==> src/rtl/irq_chain_pkg.sv <==
package irq_chain_pkg;
  typedef enum logic [1:0] {
    ACK_IDLE   = 2'd0,
    ACK_SETTLE = 2'd1,
    ACK_ARMED  = 2'd2,
    ACK_HOLD   = 2'd3
  } ack_state_e;
endpackage

==> src/rtl/irq_sync.sv <==
module irq_sync #(
  parameter int unsigned WIDTH  = 1,
  parameter int unsigned STAGES = 2,
  parameter logic [WIDTH-1:0] RST_VAL = '1
) (
  input  logic             clk_i,
  input  logic             rst_ni,
  input  logic [WIDTH-1:0] d_i,
  output logic [WIDTH-1:0] q_o
);
  if (STAGES == 0) begin : g_bypass
    assign q_o = d_i;
  end else begin : g_chain
    logic [STAGES-1:0][WIDTH-1:0] stg_q;
    always_ff @(posedge clk_i or negedge rst_ni) begin
      if (!rst_ni) begin
        stg_q <= {STAGES{RST_VAL}};
      end else begin
        stg_q[0] <= d_i;
        for (int s = 1; s < STAGES; s++) stg_q[s] <= stg_q[s-1];
      end
    end
    assign q_o = stg_q[STAGES-1];
  end
endmodule

==> src/rtl/irq_prio_pick.sv <==
// Lowest index wins. above_o[i] flags any set bit of lower index.
module irq_prio_pick #(
  parameter int unsigned N = 4
) (
  input  logic [N-1:0] vec_i,
  output logic [N-1:0] first_o,
  output logic [N-1:0] above_o
);
  assign above_o[0] = 1'b0;
  for (genvar i = 1; i < N; i++) begin : g_above
    assign above_o[i] = above_o[i-1] | vec_i[i-1];
  end
  assign first_o = vec_i & ~above_o;
endmodule

==> src/rtl/irq_ack_seq.sv <==
module irq_ack_seq
  import irq_chain_pkg::*;
#(
  parameter int unsigned SETTLE_CYC = 3
) (
  input  logic clk_i,
  input  logic rst_ni,
  input  logic sw_rst_i,
  input  logic ack_act_i,
  input  logic rd_act_i,
  output logic sample_o
);
  localparam int unsigned CNT_W = (SETTLE_CYC < 2) ? 1 : $clog2(SETTLE_CYC + 1);
  localparam logic [CNT_W:0] LAST = (SETTLE_CYC == 0) ? '0 : (CNT_W+1)'(SETTLE_CYC - 1);

  ack_state_e st_q, st_d;
  logic [CNT_W-1:0] cnt_q, cnt_d;

  always_comb begin
    st_d  = st_q;
    cnt_d = cnt_q;
    if (sw_rst_i || !ack_act_i) begin
      st_d  = ACK_IDLE;
      cnt_d = '0;
    end else begin
      unique case (st_q)
        ACK_IDLE: begin
          st_d  = ACK_SETTLE;
          cnt_d = '0;
        end
        ACK_SETTLE: begin
          if ({1'b0, cnt_q} >= LAST) st_d = ACK_ARMED;
          else cnt_d = cnt_q + 1'b1;
        end
        ACK_ARMED: if (rd_act_i) st_d = ACK_HOLD;
        ACK_HOLD:  st_d = ACK_HOLD;
        default:   st_d = ACK_IDLE;
      endcase
    end
  end

  always_ff @(posedge clk_i or negedge rst_ni) begin
    if (!rst_ni) begin
      st_q  <= ACK_IDLE;
      cnt_q <= '0;
    end else begin
      st_q  <= st_d;
      cnt_q <= cnt_d;
    end
  end

  assign sample_o = (st_q == ACK_ARMED) && ack_act_i && rd_act_i && !sw_rst_i;
endmodule

==> src/rtl/irq_src_bank.sv <==
module irq_src_bank #(
  parameter int unsigned NUM_SRC = 4
) (
  input  logic               clk_i,
  input  logic               rst_ni,
  input  logic               sw_rst_i,
  input  logic [NUM_SRC-1:0] pend_set_i,
  input  logic [NUM_SRC-1:0] pend_clr_i,
  input  logic [NUM_SRC-1:0] ius_set_i,
  input  logic               ius_clr_i,
  output logic [NUM_SRC-1:0] pend_o,
  output logic [NUM_SRC-1:0] ius_o,
  output logic [NUM_SRC-1:0] ius_above_o
);
  logic [NUM_SRC-1:0] pend_q, ius_q, ius_first;

  irq_prio_pick #(.N(NUM_SRC)) u_ius_pick (
    .vec_i   (ius_q),
    .first_o (ius_first),
    .above_o (ius_above_o)
  );

  always_ff @(posedge clk_i or negedge rst_ni) begin
    if (!rst_ni) begin
      pend_q <= '0;
      ius_q  <= '0;
    end else if (sw_rst_i) begin
      pend_q <= '0;
      ius_q  <= '0;
    end else begin
      pend_q <= (pend_q & ~pend_clr_i) | pend_set_i;
      ius_q  <= (ius_q & ~(ius_clr_i ? ius_first : '0)) | ius_set_i;
    end
  end

  assign pend_o = pend_q;
  assign ius_o  = ius_q;
endmodule

==> src/rtl/irq_chain_node.sv <==
module irq_chain_node #(
  parameter int unsigned NUM_SRC     = 4,
  parameter int unsigned SYNC_STAGES = 2,
  parameter int unsigned SETTLE_CYC  = 3
) (
  input  logic               clk_i,
  input  logic               rst_ni,
  input  logic               sw_rst_i,
  input  logic               mst_en_i,
  input  logic [NUM_SRC-1:0] src_en_i,
  input  logic [NUM_SRC-1:0] pend_set_i,
  input  logic [NUM_SRC-1:0] pend_clr_i,
  input  logic               clr_ius_i,
  input  logic               ack_ni,
  input  logic               rd_ni,
  input  logic               chain_en_i,
  output logic               chain_en_o,
  output logic               irq_no,
  output logic [NUM_SRC-1:0] pend_o,
  output logic [NUM_SRC-1:0] ius_o
);
  logic [1:0]         strb_s;
  logic               ack_act, rd_act, sample;
  logic [NUM_SRC-1:0] en_eff, req, req_first, req_above, ius_above, ius_set;
  logic               any_req, win;

  irq_sync #(.WIDTH(2), .STAGES(SYNC_STAGES), .RST_VAL(2'b11)) u_sync (
    .clk_i  (clk_i),
    .rst_ni (rst_ni),
    .d_i    ({ack_ni, rd_ni}),
    .q_o    (strb_s)
  );
  assign ack_act = ~strb_s[1];
  assign rd_act  = ~strb_s[0];

  irq_ack_seq #(.SETTLE_CYC(SETTLE_CYC)) u_seq (
    .clk_i     (clk_i),
    .rst_ni    (rst_ni),
    .sw_rst_i  (sw_rst_i),
    .ack_act_i (ack_act),
    .rd_act_i  (rd_act),
    .sample_o  (sample)
  );

  irq_src_bank #(.NUM_SRC(NUM_SRC)) u_bank (
    .clk_i       (clk_i),
    .rst_ni      (rst_ni),
    .sw_rst_i    (sw_rst_i),
    .pend_set_i  (pend_set_i),
    .pend_clr_i  (pend_clr_i),
    .ius_set_i   (ius_set),
    .ius_clr_i   (clr_ius_i),
    .pend_o      (pend_o),
    .ius_o       (ius_o),
    .ius_above_o (ius_above)
  );

  assign en_eff  = src_en_i & {NUM_SRC{mst_en_i}};
  assign req     = pend_o & en_eff & ~ius_o & ~ius_above;
  assign any_req = |req;

  irq_prio_pick #(.N(NUM_SRC)) u_req_pick (
    .vec_i   (req),
    .first_o (req_first),
    .above_o (req_above)
  );

  assign win     = sample & chain_en_i & any_req;
  assign ius_set = win ? req_first : '0;

  assign irq_no     = ~(any_req & ~ack_act);
  assign chain_en_o = chain_en_i & ~(|ius_o) & ~(ack_act & |(pend_o & en_eff));

  logic unused_ok;
  assign unused_ok = ^req_above;
endmodule

==> config.mk <==
export PLATFORM = sky130hd
export DESIGN_NAME = irq_chain_node
export DESIGN_NICKNAME = d
export VERILOG_FILES = /design/src/rtl/irq_chain_pkg.sv /design/src/rtl/irq_sync.sv /design/src/rtl/irq_prio_pick.sv /design/src/rtl/irq_ack_seq.sv /design/src/rtl/irq_src_bank.sv /design/src/rtl/irq_chain_node.sv
export SDC_FILE = /design/constraint.sdc
export NUM_CORES = 1
export LEC_CHECK = 0
export CAP_MARGIN = 20
export CORE_MARGIN = 2
export CORE_UTILIZATION = 45
export CTS_BUF_LIST = sky130_fd_sc_hd__clkbuf_2
export CTS_CLUSTER_SIZE = 40
export DETAILED_ROUTE_END_ITERATION = 6
export GPL_ROUTABILITY_DRIVEN = 0
export GPL_TIMING_DRIVEN = 0
export PLACE_DENSITY_LB_ADDON = 0.3
export SYNTH_ARGS = -nofsm -noshare
export SYNTH_HDL_FRONTEND = slang
export SYNTH_SLANG_ARGS = --single-unit
==> constraint.sdc <==
create_clock -name clk_i -period 3.9 [get_ports clk_i]
set_clock_uncertainty 0.05 [all_clocks]
set_input_delay 0.78 -clock clk_i [delete_from_list [all_inputs] [get_ports clk_i]]
set_output_delay 0.78 -clock clk_i [all_outputs]
set_load 0.02 [all_outputs]
==> flow_metrics.env, run 1 <==
export IMPL_status="complete, no violations"
export IMPL_grt_overflow_total=0
export IMPL_vias=671
export IMPL_wl_mm=1.58
export IMPL_wl_per_cell_um=12.7
export IMPL_ys_flop_type="dfrtp_1"
export IMPL_finalHoldViolCount=0
export IMPL_hold_path_class="reg2reg"
export IMPL_numCtsBuffers=3
export IMPL_port_buffer_count=29
export IMPL_rsz0062_at_grt="false"
export IMPL_detail_route_antenna_nets=0
export IMPL_cts_resized=0
export IMPL_ctsHoldBuffers=0
export IMPL_synthXorXnorAreaFrac_pct=0
export IMPL_clk_pin_slew_ns=0.13
export IMPL_start_kind="input pin"
export IMPL_path_max_fanout=4
export IMPL_ios=30
export IMPL_synth_area_leaders="dfrtp_1 40%, dfstp_2 14%, a21oi_1 5.3%, nand2_1 3.5%, inv_1 3.0%"
export IMPL_dpl_hpwl_mm=1.19
export IMPL_peakVddDrop_uv=220
export IMPL_syn_avg_cell_area_um2=10.1
export IMPL_finalPower_mw=0.308
export IMPL_cp_end_kind="primary output"
export IMPL_cp_required_ns=3.07
export IMPL_syn_cell_area_um2=758
export IMPL_max_cap_violations=0
export IMPL_die_w_um=45.1
export IMPL_ys_async_sr_fraction_pct=100
export IMPL_synth_edff_count=0
export IMPL_max_slew_margin_pct=53.7
export IMPL_p_leak_nw=0.486
export IMPL_max_slew_worst_pin_slew_ns=0.692
export IMPL_report_final_setup_viol=0
export IMPL_slew_violations=0
export IMPL_synth_commonest_cells="12 x dfrtp_1, 8 x a21oi_1, 7 x nand2_1"
export IMPL_cts_root_buf="clkbuf_2"
export IMPL_synthSimpleGateAreaFrac_pct=26.1
export IMPL_synthMuxAreaShare_pct=0
export IMPL_syn_nets=96
export IMPL_cts_setup_buffers=0
export IMPL_initial_core_util_pct=49.2
export IMPL_seq_area_um2=405
export IMPL_drt_pass1_iter_count=4
export IMPL_yosysSeqAreaShare_pct=53.5
export IMPL_arrival_ns=2.52
export IMPL_cts_max_level=1
export IMPL_period_share_pct=85.8
export IMPL_clockBufferDepth=2
export IMPL_synth_top_cell_by_area="dfrtp_1"
export IMPL_multi_input_area_um2=327
export IMPL_synth_most_common_cell="dfrtp_1"
export IMPL_ys_ff_latch=16
export IMPL_fmax_ghz=0.299
export IMPL_nFillCells=130
export IMPL_power_density_nw_per_um2=283
export IMPL_reg2reg_slack_ns=2.30
export IMPL_synth_compound_area_share_pct=15.3
export IMPL_via_per_inst=5.41
export IMPL_cts_sink_count=16
export IMPL_drtIter0Drc=9
export IMPL_first_global_vias=626
export IMPL_layout_drive_gt1_share_pct=11.1
export IMPL_core_area_um2=1540
export IMPL_crit_type="in2out"
export IMPL_grt_pass1_wl_mm=2.60
export IMPL_period_minus_slack_ns=3.35
export IMPL_drcViolationCount=0
export IMPL_rows=14
export IMPL_cts_tree="done"
export IMPL_fp_dieArea_um2=2030
export IMPL_setup_tns_ns=0
export IMPL_synth_fa_ha_area_share_pct=1.65
export IMPL_num_antenna_cells=0
export IMPL_grt_max_degree=17
export IMPL_grt_usage_pct=18.4
export IMPL_ys_warn_count=0
export IMPL_synth_cell_types=31
export IMPL_dieHeight_um=45.1
export IMPL_yosys_area_top_type_share_pct=39.6
export IMPL_netlist_instances=75
export IMPL_finalNetCount=130
export IMPL_clk_latency_ns=0.29
export IMPL_synth_top_family_by_area="simple AND/OR/NAND/NOR gates"
export IMPL_areaGrowthSynthToFinish_pct=43.6
export IMPL_antenna_found_initial=0
-- layer usage --
metal  wire (um)  track usage, %  part of all wire, %
met1         706            21.9                   45
met2         714            28.9                   45
met3         114            6.00                  7.2
met4          42            10.6                  2.7
met5           0               0                    0
-- placed cells by master (no fill, tap or decap) --
| cell type | n |
|---|---|
| nand4_1 | 2 |
| clkbuf_2 | 4 |
| nand3_1 | 2 |
| nor2b_1 | 1 |
| a2111oi_2 | 1 |
| or2_1 | 1 |
| dfrtp_1 | 12 |
| nor4_2 | 1 |
| dfstp_2 | 4 |
| and4_1 | 1 |
| o221a_2 | 1 |
| nor2_1 | 5 |
| nand2_1 | 7 |
| o31ai_1 | 1 |
| o21ai_0 | 2 |
| and3b_1 | 2 |
| and4b_1 | 1 |
| o22ai_1 | 1 |
| a22oi_1 | 1 |
| o21ai_1 | 1 |
| nor4b_2 | 1 |
| and2_1 | 1 |
| clkbuf_1 | 1 |
| nand2b_1 | 3 |
| and2b_1 | 1 |
| a21o_1 | 1 |
| nor4_1 | 1 |
| a31oi_1 | 1 |
| ha_1 | 1 |
| a21oi_1 | 8 |
| nor3_1 | 3 |
| inv_1 | 6 |
| clkdlybuf4s50_1 | 29 |
-- cells by family (layout without fill, tap and decap cells) --
logic type | Yosys count | after routing
AND/OR/NAND/NOR | 33 | 33
AO/OA/AOI/OAI | 18 | 18
buffers and inverters | 7 | 40
adder cells (fa/ha/maj) | 1 | 1
flip-flops | 16 | 16
-- final cells by class --
type,instances,area share [%]
Tap cell,16,1.84
Sequential cell,16,37.2
Inverter,6,2.07
Buffer,1,0.345
Timing Repair Buffer,29,26.7
Clock buffer,4,1.84
Multi-Input combinational cell,52,30.0
-- final timing paths --
| path | startpoint | endpoint | depth (start not counted) |
|---|---|---|---|
| hold reg to reg | u_sync.g_chain.stg_q[0] | u_sync.q_o[0] | 0 |
| setup reg to reg | u_seq.cnt_q[0] | u_seq.st_q[0] | 5 |
| min in group asynchronous | rst_ni | u_seq.cnt_q[0] | 1 |
| hold / removal | u_sync.g_chain.stg_q[0] | u_sync.q_o[0] | 0 |
| setup / recovery | mst_en_i | irq_no | 6 |
| max in group asynchronous | rst_ni | u_bank.pend_o[3] | 1 |
-- where the power goes --
part / switching [mW] / internal, mW
logic: 0.0215 / 0.0301
registers: 0.00523 / 0.173
clock network: 0.0508 / 0.0272
total: 0.0775 / 0.230
-- worst max-delay path, cell delays in order --
cell and delay (ns):
clkdlybuf4s50_1 0.50, nor2b_1 0.22, nor4b_2 0.25, nand2b_1 0.16, o21ai_1 0.07, clkdlybuf4s50_1 0.54
-- per-stage QoR --
stage | hold WS (ns) | setup slack (ns) | std cells | util [%] | area (um^2)
after global routing | 0.320 | 0.387 | 124 | 70.6 | 1090
after CTS | 0.317 | 0.544 | 124 | 70.6 | 1090
after detailed placement | 0.298 | 0.544 | 120 | 69.3 | 1070
final | 0.315 | 0.554 | 124 | 70.6 | 1090
after global placement | 0.296 | 0.566 | 120 | 69.3 | 1070
after floorplan | 0.295 | 1.49 | 75 | - | 758
-- state kept, by name, indices dropped and copies added, names as in the netlist --
signal	count
u_bank.ius_o	4
u_bank.pend_o	4
u_seq.cnt_q	2
u_seq.st_q	2
u_sync.g_chain.stg_q	2
u_sync.q_o	2
No activity file was read; power rests on OpenSTA's default activity.
==> run 2, diff against run 1 <==
CTS_CLUSTER_SIZE = unset   (was 40)
==> results of run 2 <==
No change in the layout: final DEF, timing and power equal those of run 1.
